--- src/rtl/mem_wb_stage.sv ---
module mem_wb_stage #(
  parameter int DATA_W   = 16,
  parameter int ADDR_W   = 16,
  parameter int NUM_REGS = 8
) (
  input  logic                clk,
  input  logic                rst,
  input  logic                up_valid,
  output logic                up_ready,
  input  logic [ADDR_W-1:0]   up_addr,
  input  logic [DATA_W-1:0]   up_wdata,
  input  logic [NUM_REGS-1:0] up_rd_mask,
  input  logic                up_is_mem,
  input  logic                up_is_store,
  output logic                mem_req,
  output logic                mem_we,
  output logic [ADDR_W-1:0]   mem_addr,
  output logic [DATA_W-1:0]   mem_wdata,
  input  logic                mem_ack,
  input  logic [DATA_W-1:0]   mem_rdata,
  output logic [NUM_REGS-1:0] rf_we_mask,
  output logic [DATA_W-1:0]   rf_wdata
);

  logic                busy;
  logic                op_we;
  logic [ADDR_W-1:0]   op_addr;
  logic [DATA_W-1:0]   op_data;
  logic [NUM_REGS-1:0] op_dest;
  logic [NUM_REGS-1:0] wb_mask;
  logic [DATA_W-1:0]   wb_data;
  logic                take;
  logic                done;

  assign take = up_valid & ~busy;
  assign done = busy & mem_ack;

  always_ff @(posedge clk) begin
    if (rst) begin
      busy    <= 1'b0;
      op_we   <= 1'b0;
      op_addr <= '0;
      op_data <= '0;
      op_dest <= '0;
      wb_mask <= '0;
      wb_data <= '0;
    end else begin
      wb_mask <= '0;
      if (take) begin
        if (up_is_mem) begin
          busy    <= 1'b1;
          op_we   <= up_is_store;
          op_addr <= up_addr;
          op_data <= up_wdata;
          op_dest <= up_is_store ? '0 : up_rd_mask;
        end else begin
          wb_mask <= up_rd_mask;
          wb_data <= up_wdata;
        end
      end else if (done) begin
        busy    <= 1'b0;
        wb_mask <= op_dest;
        if (!op_we) wb_data <= mem_rdata;
      end
    end
  end

  assign up_ready   = ~busy;
  assign mem_req    = busy;
  assign mem_we     = op_we;
  assign mem_addr   = op_addr;
  assign mem_wdata  = op_data;
  assign rf_we_mask = wb_mask;
  assign rf_wdata   = wb_data;

endmodule

--- config.mk ---
export PLATFORM = sky130hd
export DESIGN_NAME = mem_wb_stage
export DESIGN_NICKNAME = d
export VERILOG_FILES = /design/src/rtl/mem_wb_stage.sv
export SDC_FILE = /design/constraint.sdc
export NUM_CORES = 1
export LEC_CHECK = 0
export ABC_CLOCK_PERIOD_IN_PS = 2850
export BUFFER_PORTS_ARGS = -buffer_cell sky130_fd_sc_hd__clkbuf_2
export CAP_MARGIN = 30
export CORE_MARGIN = 1.5
export CORE_UTILIZATION = 49
export CTS_CLUSTER_DIAMETER = 100
export CTS_CLUSTER_SIZE = 40
export DETAILED_ROUTE_END_ITERATION = 6
export PLACE_DENSITY_LB_ADDON = 0.08
export SLEW_MARGIN = 0
export SYNTH_ARGS = -nofsm -noshare
export SYNTH_HDL_FRONTEND = slang
export SYNTH_SLANG_ARGS = --single-unit
--- constraint.sdc ---
create_clock -name clk -period 2.85 [get_ports clk]
set_clock_uncertainty 0.05 [all_clocks]
set_input_delay 0.1425 -clock clk [delete_from_list [all_inputs] [get_ports clk]]
set_output_delay 0.1425 -clock clk [all_outputs]
set_load 0.02 [all_outputs]
==> metrics.csv, run 1 <==
metric;value;unit
status;complete, no violations;
ant diodes;0;
first-pass GRT wire length;10.7;mm
worst vdd ir;0.392;mV
CTS Sinks;66;
mean area per synthesized cell;8.92;um^2
largest stage delay on the critical path;0.60;ns
Post-Syn Area;2570;um^2
initial antenna violation count;0;
Max stage delay cell, worst path;nand2b_1;
Die W;75.4;um
Root Driver;clkbuf_8;
critical path required time;2.97;ns
reg2reg end;rf_wdata[0];
R2R cell count;4;
residual DRC count;0;
final period demand of the worst path;1.85;ns
drt wl/cell;13.8;um
library cells used by synthesis;23;
worst reg-to-reg setup slack;1.0;ns
Area Growth Syn to Fin;41.7;%
Final Hold Slack;0.00803;ns
Worst EP arrival;1.98;ns
Worst setup EP type;flop;
CP cell instances;nand2b_1 > buf_4 > mux2i_1 > a211oi_1;
CP Class;reg2reg;
WHS Endpoint;mem_wdata[15];
largest net degree at the start of global routing;29;
Detailed Route Iter0 Violations;106;
CTS Buf Count;9;
Synth Area in Adders;0;%
Async SR Flop Fraction;0;%
Final Wtd Congestion;0.787;
setup_tns;0;ns
vias in the first global route;2355;
LEAKAGE;1.64;nW
Levels on crit path;4;
# H-tree levels;3;
Crit path max-delay family;simple AND/OR/NAND/NOR gates;
fin. max-slew vios;0;
Synth Instances;288;
EDFF count, synth;0;
Starting Density;50.6;%
top_reg_cell synth;dfxtp_1;
clock tree buffer depth;2;
Buf+Inv Stages, Crit Path;1;
commonest cells after routing, fill and taps aside;clkbuf_2 (120), nand2_1 (74), dfxtp_1 (66), a21oi_1 (42), dlygate4sd3_1 (29);
number of port buffers;120;
Routed WL;6.94;mm
site row count;26;
CTS tree;yes;
multiplexer share of the synthesized area;6.23;%
later-pin clock latency in the skew report;0.33;ns
Slew @ Worst Pin;0.745;ns
Synth area leaders;dfxtp_1 (51%), nand2_1 (11%), a21oi_1 (8.2%);
Fin. Hold Viols;0;
Worst Hold Launch;up_wdata[15];
Hold Path Class;in2reg;
Final nets;493;
XOR/XNOR Fraction of Synth Area;0;%
Antenna Violating Nets Remaining;0;
most common cell after layout, fill and taps aside;clkbuf_2;
largest family of logic cells by synthesized area;simple AND/OR/NAND/NOR gates;
crit path max fanout;11;
Power per Cell Area;551;nW/um^2
CTS clk-pin slew, worst paths;0.06;ns
Reg2Reg Launch Point;mem_req;
first-pass detailed-route iteration total;5;
total I/O pin count;121;
via count;2516;
Rel. slew slack;50.4;%
vias per cell;4.99;
fmax;540;MHz
crit start category;flop;
register area share after synthesis;51.4;%
number of synthesized register bits;66;
fin crit share;64.9;%
post-synth top area share;51.4;%
syn nets;350;
Filler Cells Inserted;453;
Setup-failing EPs final;0;
GRT Total Usage;25.0;%
complex-gate fraction of the synthesized area;17.1;%
max cap viols;0;
core area;5070;um^2
RSZ-0062 raised after global routing;false;
detailed placement HPWL;4.46;mm
share of cells above drive strength 1;34.3;%
Die Ht;75.4;um
Yosys warning total;0;
dominant cell type by area after synthesis;dfxtp_1;
WHS Path Cells;3;
Post-Synth Simple-Gate Area;19.9;%
DIE AREA;5690;um^2
GR Overflow Total;0;
[synthesized netlist by cell type, types with 2 or more instances]
cell type,count
a22oi_1,8
a21oi_1,42
and3b_1,2
a211oi_2,10
clkbuf_1,17
nor2_1,8
nor3_1,16
buf_2,3
mux2i_1,16
a211oi_1,6
nand3b_1,9
nand2_1,74
dfxtp_1,66
buf_6,2
[worst max path at each step]
| stage | to | slack [ns] | from |
|---|---|---|---|
| floorplan | rf_wdata[10] | 1.32 | mem_req |
| global placement | rf_wdata[15] | 1.07 | mem_req |
| detailed placement | rf_wdata[0] | 0.99 | mem_req |
| CTS | rf_wdata[0] | 0.98 | mem_req |
| global route | rf_wdata[4] | 0.86 | mem_req |
| finish | rf_wdata[0] | 1.0 | mem_req |
[final cells by class]
| class | instances | area, um^2 | share of cell area (%) |
|---|---|---|---|
| clock buffer | 14 | 153 | 4.19 |
| inverter | 1 | 3.75 | 0.103 |
| multi-input combinational | 196 | 1110 | 30.5 |
| sequential | 66 | 1320 | 36.3 |
| tap | 70 | 87.6 | 2.41 |
| timing repair buffer | 157 | 963 | 26.5 |
[flip-flops by register name (all words and copies together) (netlist names)]
register,flops
mem_addr,16
mem_req,1
mem_wdata,16
mem_we,1
op_dest,8
rf_wdata,16
rf_we_mask,8
[power by group]
part / internal (mW) / switching [mW] / leakage, nW
Combinational: 0.154 / 0.205 / 1.02
Sequential: 0.972 / 0.0269 / 0.540
Clock: 0.331 / 0.314 / 0.0766
[worst min-delay path, stage by stage]
cell,delay [ns]
clkbuf_2,0.10
nand2_1,0.05
a21oi_1,0.05
[repair_timing]
action	CTS	global route
buffers inserted	0	0
hold buffers	28	1
gates resized for setup	0	0
endpoints found under the hold margin	28	1
[logic make-up after synthesis]
family	Yosys count
AOI/OAI and AO/OA	66
and+or+nand+nor	114
muxes	16
buffers and inverters	26
DFF	66
[metal layers]
layer / wire (um) / part of all wire (%) / GRT usage, % / up-vias
li1: - / - / - / 1268
met1: 2970 / 43 / 29.2 / 1131
met3: 484 / 7.0 / 7.41 / 16
met2: 3310 / 48 / 41.7 / 101
met5: 0 / 0 / 0 / -
met4: 177 / 2.6 / 12.9 / 0
[through the flow]
stage | setup slack (ns) | power [mW] | cell area (um^2) | util, % | cells
floorplan | 1.32 | 1.22 | 2570 | - | 288
global placement | 1.07 | 1.34 | 3200 | 63.0 | 461
detailed placement | 0.994 | 1.35 | 3200 | 63.0 | 461
CTS | 0.982 | 2.02 | 3630 | 71.5 | 503
global route | 0.863 | 2.10 | 3640 | 71.7 | 504
finish | 0.999 | 2.00 | 3640 | 71.7 | 504
Power figures use the tool's default switching activity.
==> run 2: changes to the inputs <==
--- a/config.mk
+++ b/config.mk
@@ -5,11 +5,11 @@
 export SDC_FILE = /design/constraint.sdc
 export NUM_CORES = 1
 export LEC_CHECK = 0
-export ABC_CLOCK_PERIOD_IN_PS = 2850
+export ABC_CLOCK_PERIOD_IN_PS = 1600
 export BUFFER_PORTS_ARGS = -buffer_cell sky130_fd_sc_hd__clkbuf_2
 export CAP_MARGIN = 30
 export CORE_MARGIN = 1.5
-export CORE_UTILIZATION = 49
+export CORE_UTILIZATION = 41
 export CTS_CLUSTER_DIAMETER = 100
 export CTS_CLUSTER_SIZE = 40
 export DETAILED_ROUTE_END_ITERATION = 6
==> constraint.sdc (replaced) <==
create_clock -name clk -period 1.6 [get_ports clk]
set_clock_uncertainty 0.05 [all_clocks]
set_input_delay 0.08 -clock clk [delete_from_list [all_inputs] [get_ports clk]]
set_output_delay 0.08 -clock clk [all_outputs]
set_load 0.02 [all_outputs]
==> run 2 against run 1 <==
Critical path depth is the same. Clock power grew 89%. First-iteration DRC count shrank 29%. Via count grew 1.3%. Sequential power grew 78%. Sequential share of layout area shrank 1.8 points. Routed wire length grew 0.10%. Maximum frequency grew 36%. Design area grew 5.1%. Non-clock buffer count grew 14. Critical endpoint is now rf_wdata[3].
==> metrics.csv, run 2 (synthesis results as in run 1) <==
metric;value;unit;change
LEAKAGE;1.72;nW;+5.2%
CP Class;reg2reg;;
# hold bufs at CTS;41;;+46%
critical path required time;1.79;ns;-1.18 ns
Area Growth Syn to Fin;49.0;%;
Die W;82.2;um;+8.9%
Filler Cells Inserted;518;;+14%
most common cell after layout, fill and taps aside;clkbuf_2;;
vias in the first global route;2293;;-2.6%
residual DRC count;0;;unchanged
GR Overflow Total;0;;unchanged
Antenna Violating Nets Remaining;0;;unchanged
worst vdd ir;0.530;mV;+35%
first-pass GRT wire length;10.6;mm;-0.33%
met3 WL post-DR;481;um;-0.62%
drt wl/cell;13.3;um;-3.7%
CTS tree;yes;;
Pint;2.67;mW;+83%
max cap viols;0;;unchanged
CTS Sinks;66;;unchanged
Fin. Hold Viols;0;;unchanged
detailed placement HPWL;4.32;mm;-3.3%
Hold Path Class;in2reg;;
setup_tns;0;ns;unchanged
via count;2549;;+1.3%
initial antenna violation count;0;;unchanged
status;complete, no violations;;
GRT Total Usage;21.0;%;-4.0 points
Final nets;507;;+2.8%
fin crit share;84.9;%;+20 points
met1 WL;3.12;mm;+5.3%
share of cells above drive strength 1;34.7;%;+0.41 points
fin. max-slew vios;0;;unchanged
CTS clk-pin slew, worst paths;0.06;ns;about the same
Starting Density;42.9;%;-7.7 points
crit start category;flop;;
Logic pwr share;18.4;%;+0.5 points
DIE AREA;6750;um^2;+19%
P_sw;1.01;mW;+85%
fin cells;524;;+4.0%
fmax;736;MHz;+36%
later-pin clock latency in the skew report;0.33;ns;about the same
clock tree buffer depth;2;;unchanged
Worst EP arrival;1.55;ns;-0.43 ns
post-CTS sizing;0;;unchanged
number of port buffers;120;;unchanged
crit path max fanout;16;;+5
placed cells;468;;+1.5%
site row count;28;;+7.7%
Routed WL;6.95;mm;+0.10%
switching share of power;27.4;%;+0.18 points
Layout Utilization;63.9;%;-7.9 points
Post-CTS Repair Setup Buffers;0;;unchanged
Reg power frac;48.3;%;-1.5 points
total I/O pin count;121;;unchanged
Clock power frac;33.3;%;+1.1 points
Rel. slew slack;78.0;%;+28 points
Die Ht;82.2;um;+8.9%
Setup-failing EPs final;0;;unchanged
CTS Buf Count;9;;unchanged
vias per cell;4.86;;-2.6%
Power per Cell Area;961;nW/um^2;+75%
# H-tree levels;3;;unchanged
Final Wtd Congestion;0.746;;-5.2%
Worst setup EP type;flop;;
Slew @ Worst Pin;0.331;ns;-0.414 ns
commonest cells after routing, fill and taps aside;clkbuf_2 (120), nand2_1 (74), dfxtp_1 (66), a21oi_1 (42), dlygate4sd3_1 (41);;
largest net degree at the start of global routing;67;;+130%
core area;5990;um^2;+18%
ant diodes;0;;unchanged
first-pass detailed-route iteration total;4;;-1
Detailed Route Iter0 Violations;75;;-29%
top layer reached by signal wires;met4;;
WL met2;3.22;mm;-2.7%
RSZ-0062 raised after global routing;false;;
final period demand of the worst path;1.36;ns;-0.492 ns
Root Driver;clkbuf_8;;
run 2: layer usage:
layer  global-route usage [%]  vias up
met5                        0        -
met4                     10.0        0
li1                         -     1298
met1                     25.9     1150
met2                     33.6       89
met3                     6.04       12
run 2: final cells by class:
class	instances	area [um^2]	area share [%]
multi-input cells	196	1110	29.1
clock buffers	12	155	4.05
well taps	75	93.8	2.45
clock inverters	3	15.0	0.392
repair buffers	171	1120	29.4
inverters	1	3.75	0.0981
flip-flops and latches	66	1320	34.5
run 2: power groups by stage:
stage	Clock [mW]	Sequential, mW	Combinational, mW
6_report	1.22	1.78	0.676
5_1_grt	1.34	1.79	0.734
4_1_cts	1.26	1.78	0.679
3_5_place_dp	0	1.81	0.601
3_3_place_gp	0	1.81	0.594
2_1_floorplan	0	1.91	0.269
run 2: per-stage QoR:
| step | power (mW) | setup slack (ns) | hold WS, ns | cell area [um^2] |
|---|---|---|---|---|
| after floorplan | 2.18 | 0.0664 | 0.166 | 2570 |
| final | 3.68 | 0.241 | 0.0387 | 3830 |
| after CTS | 3.72 | 0.240 | 0.0295 | 3830 |
| after global placement | 2.40 | 0.297 | 0.252 | 3250 |
| after detailed placement | 2.41 | 0.254 | 0.260 | 3250 |
| after global routing | 3.86 | 0.130 | 0.0599 | 3830 |
run 2: worst paths after layout:
path	start	slack, ns	depth (start not counted)	end
setup / recovery	mem_req	0.24	4	rf_wdata[3]
hold / removal	up_is_store	0.04	3	mem_we
setup reg to reg	mem_req	0.24	4	rf_wdata[3]
hold reg to reg	op_dest[1]	0.40	2	op_dest[1]
run 2: worst max-delay path, stage by stage (launching register included):
cell	delay (ns)
dfxtp_1	0.37
and3b_1	0.21
or2_1	0.20
buf_4	0.21
a211oi_1	0.22
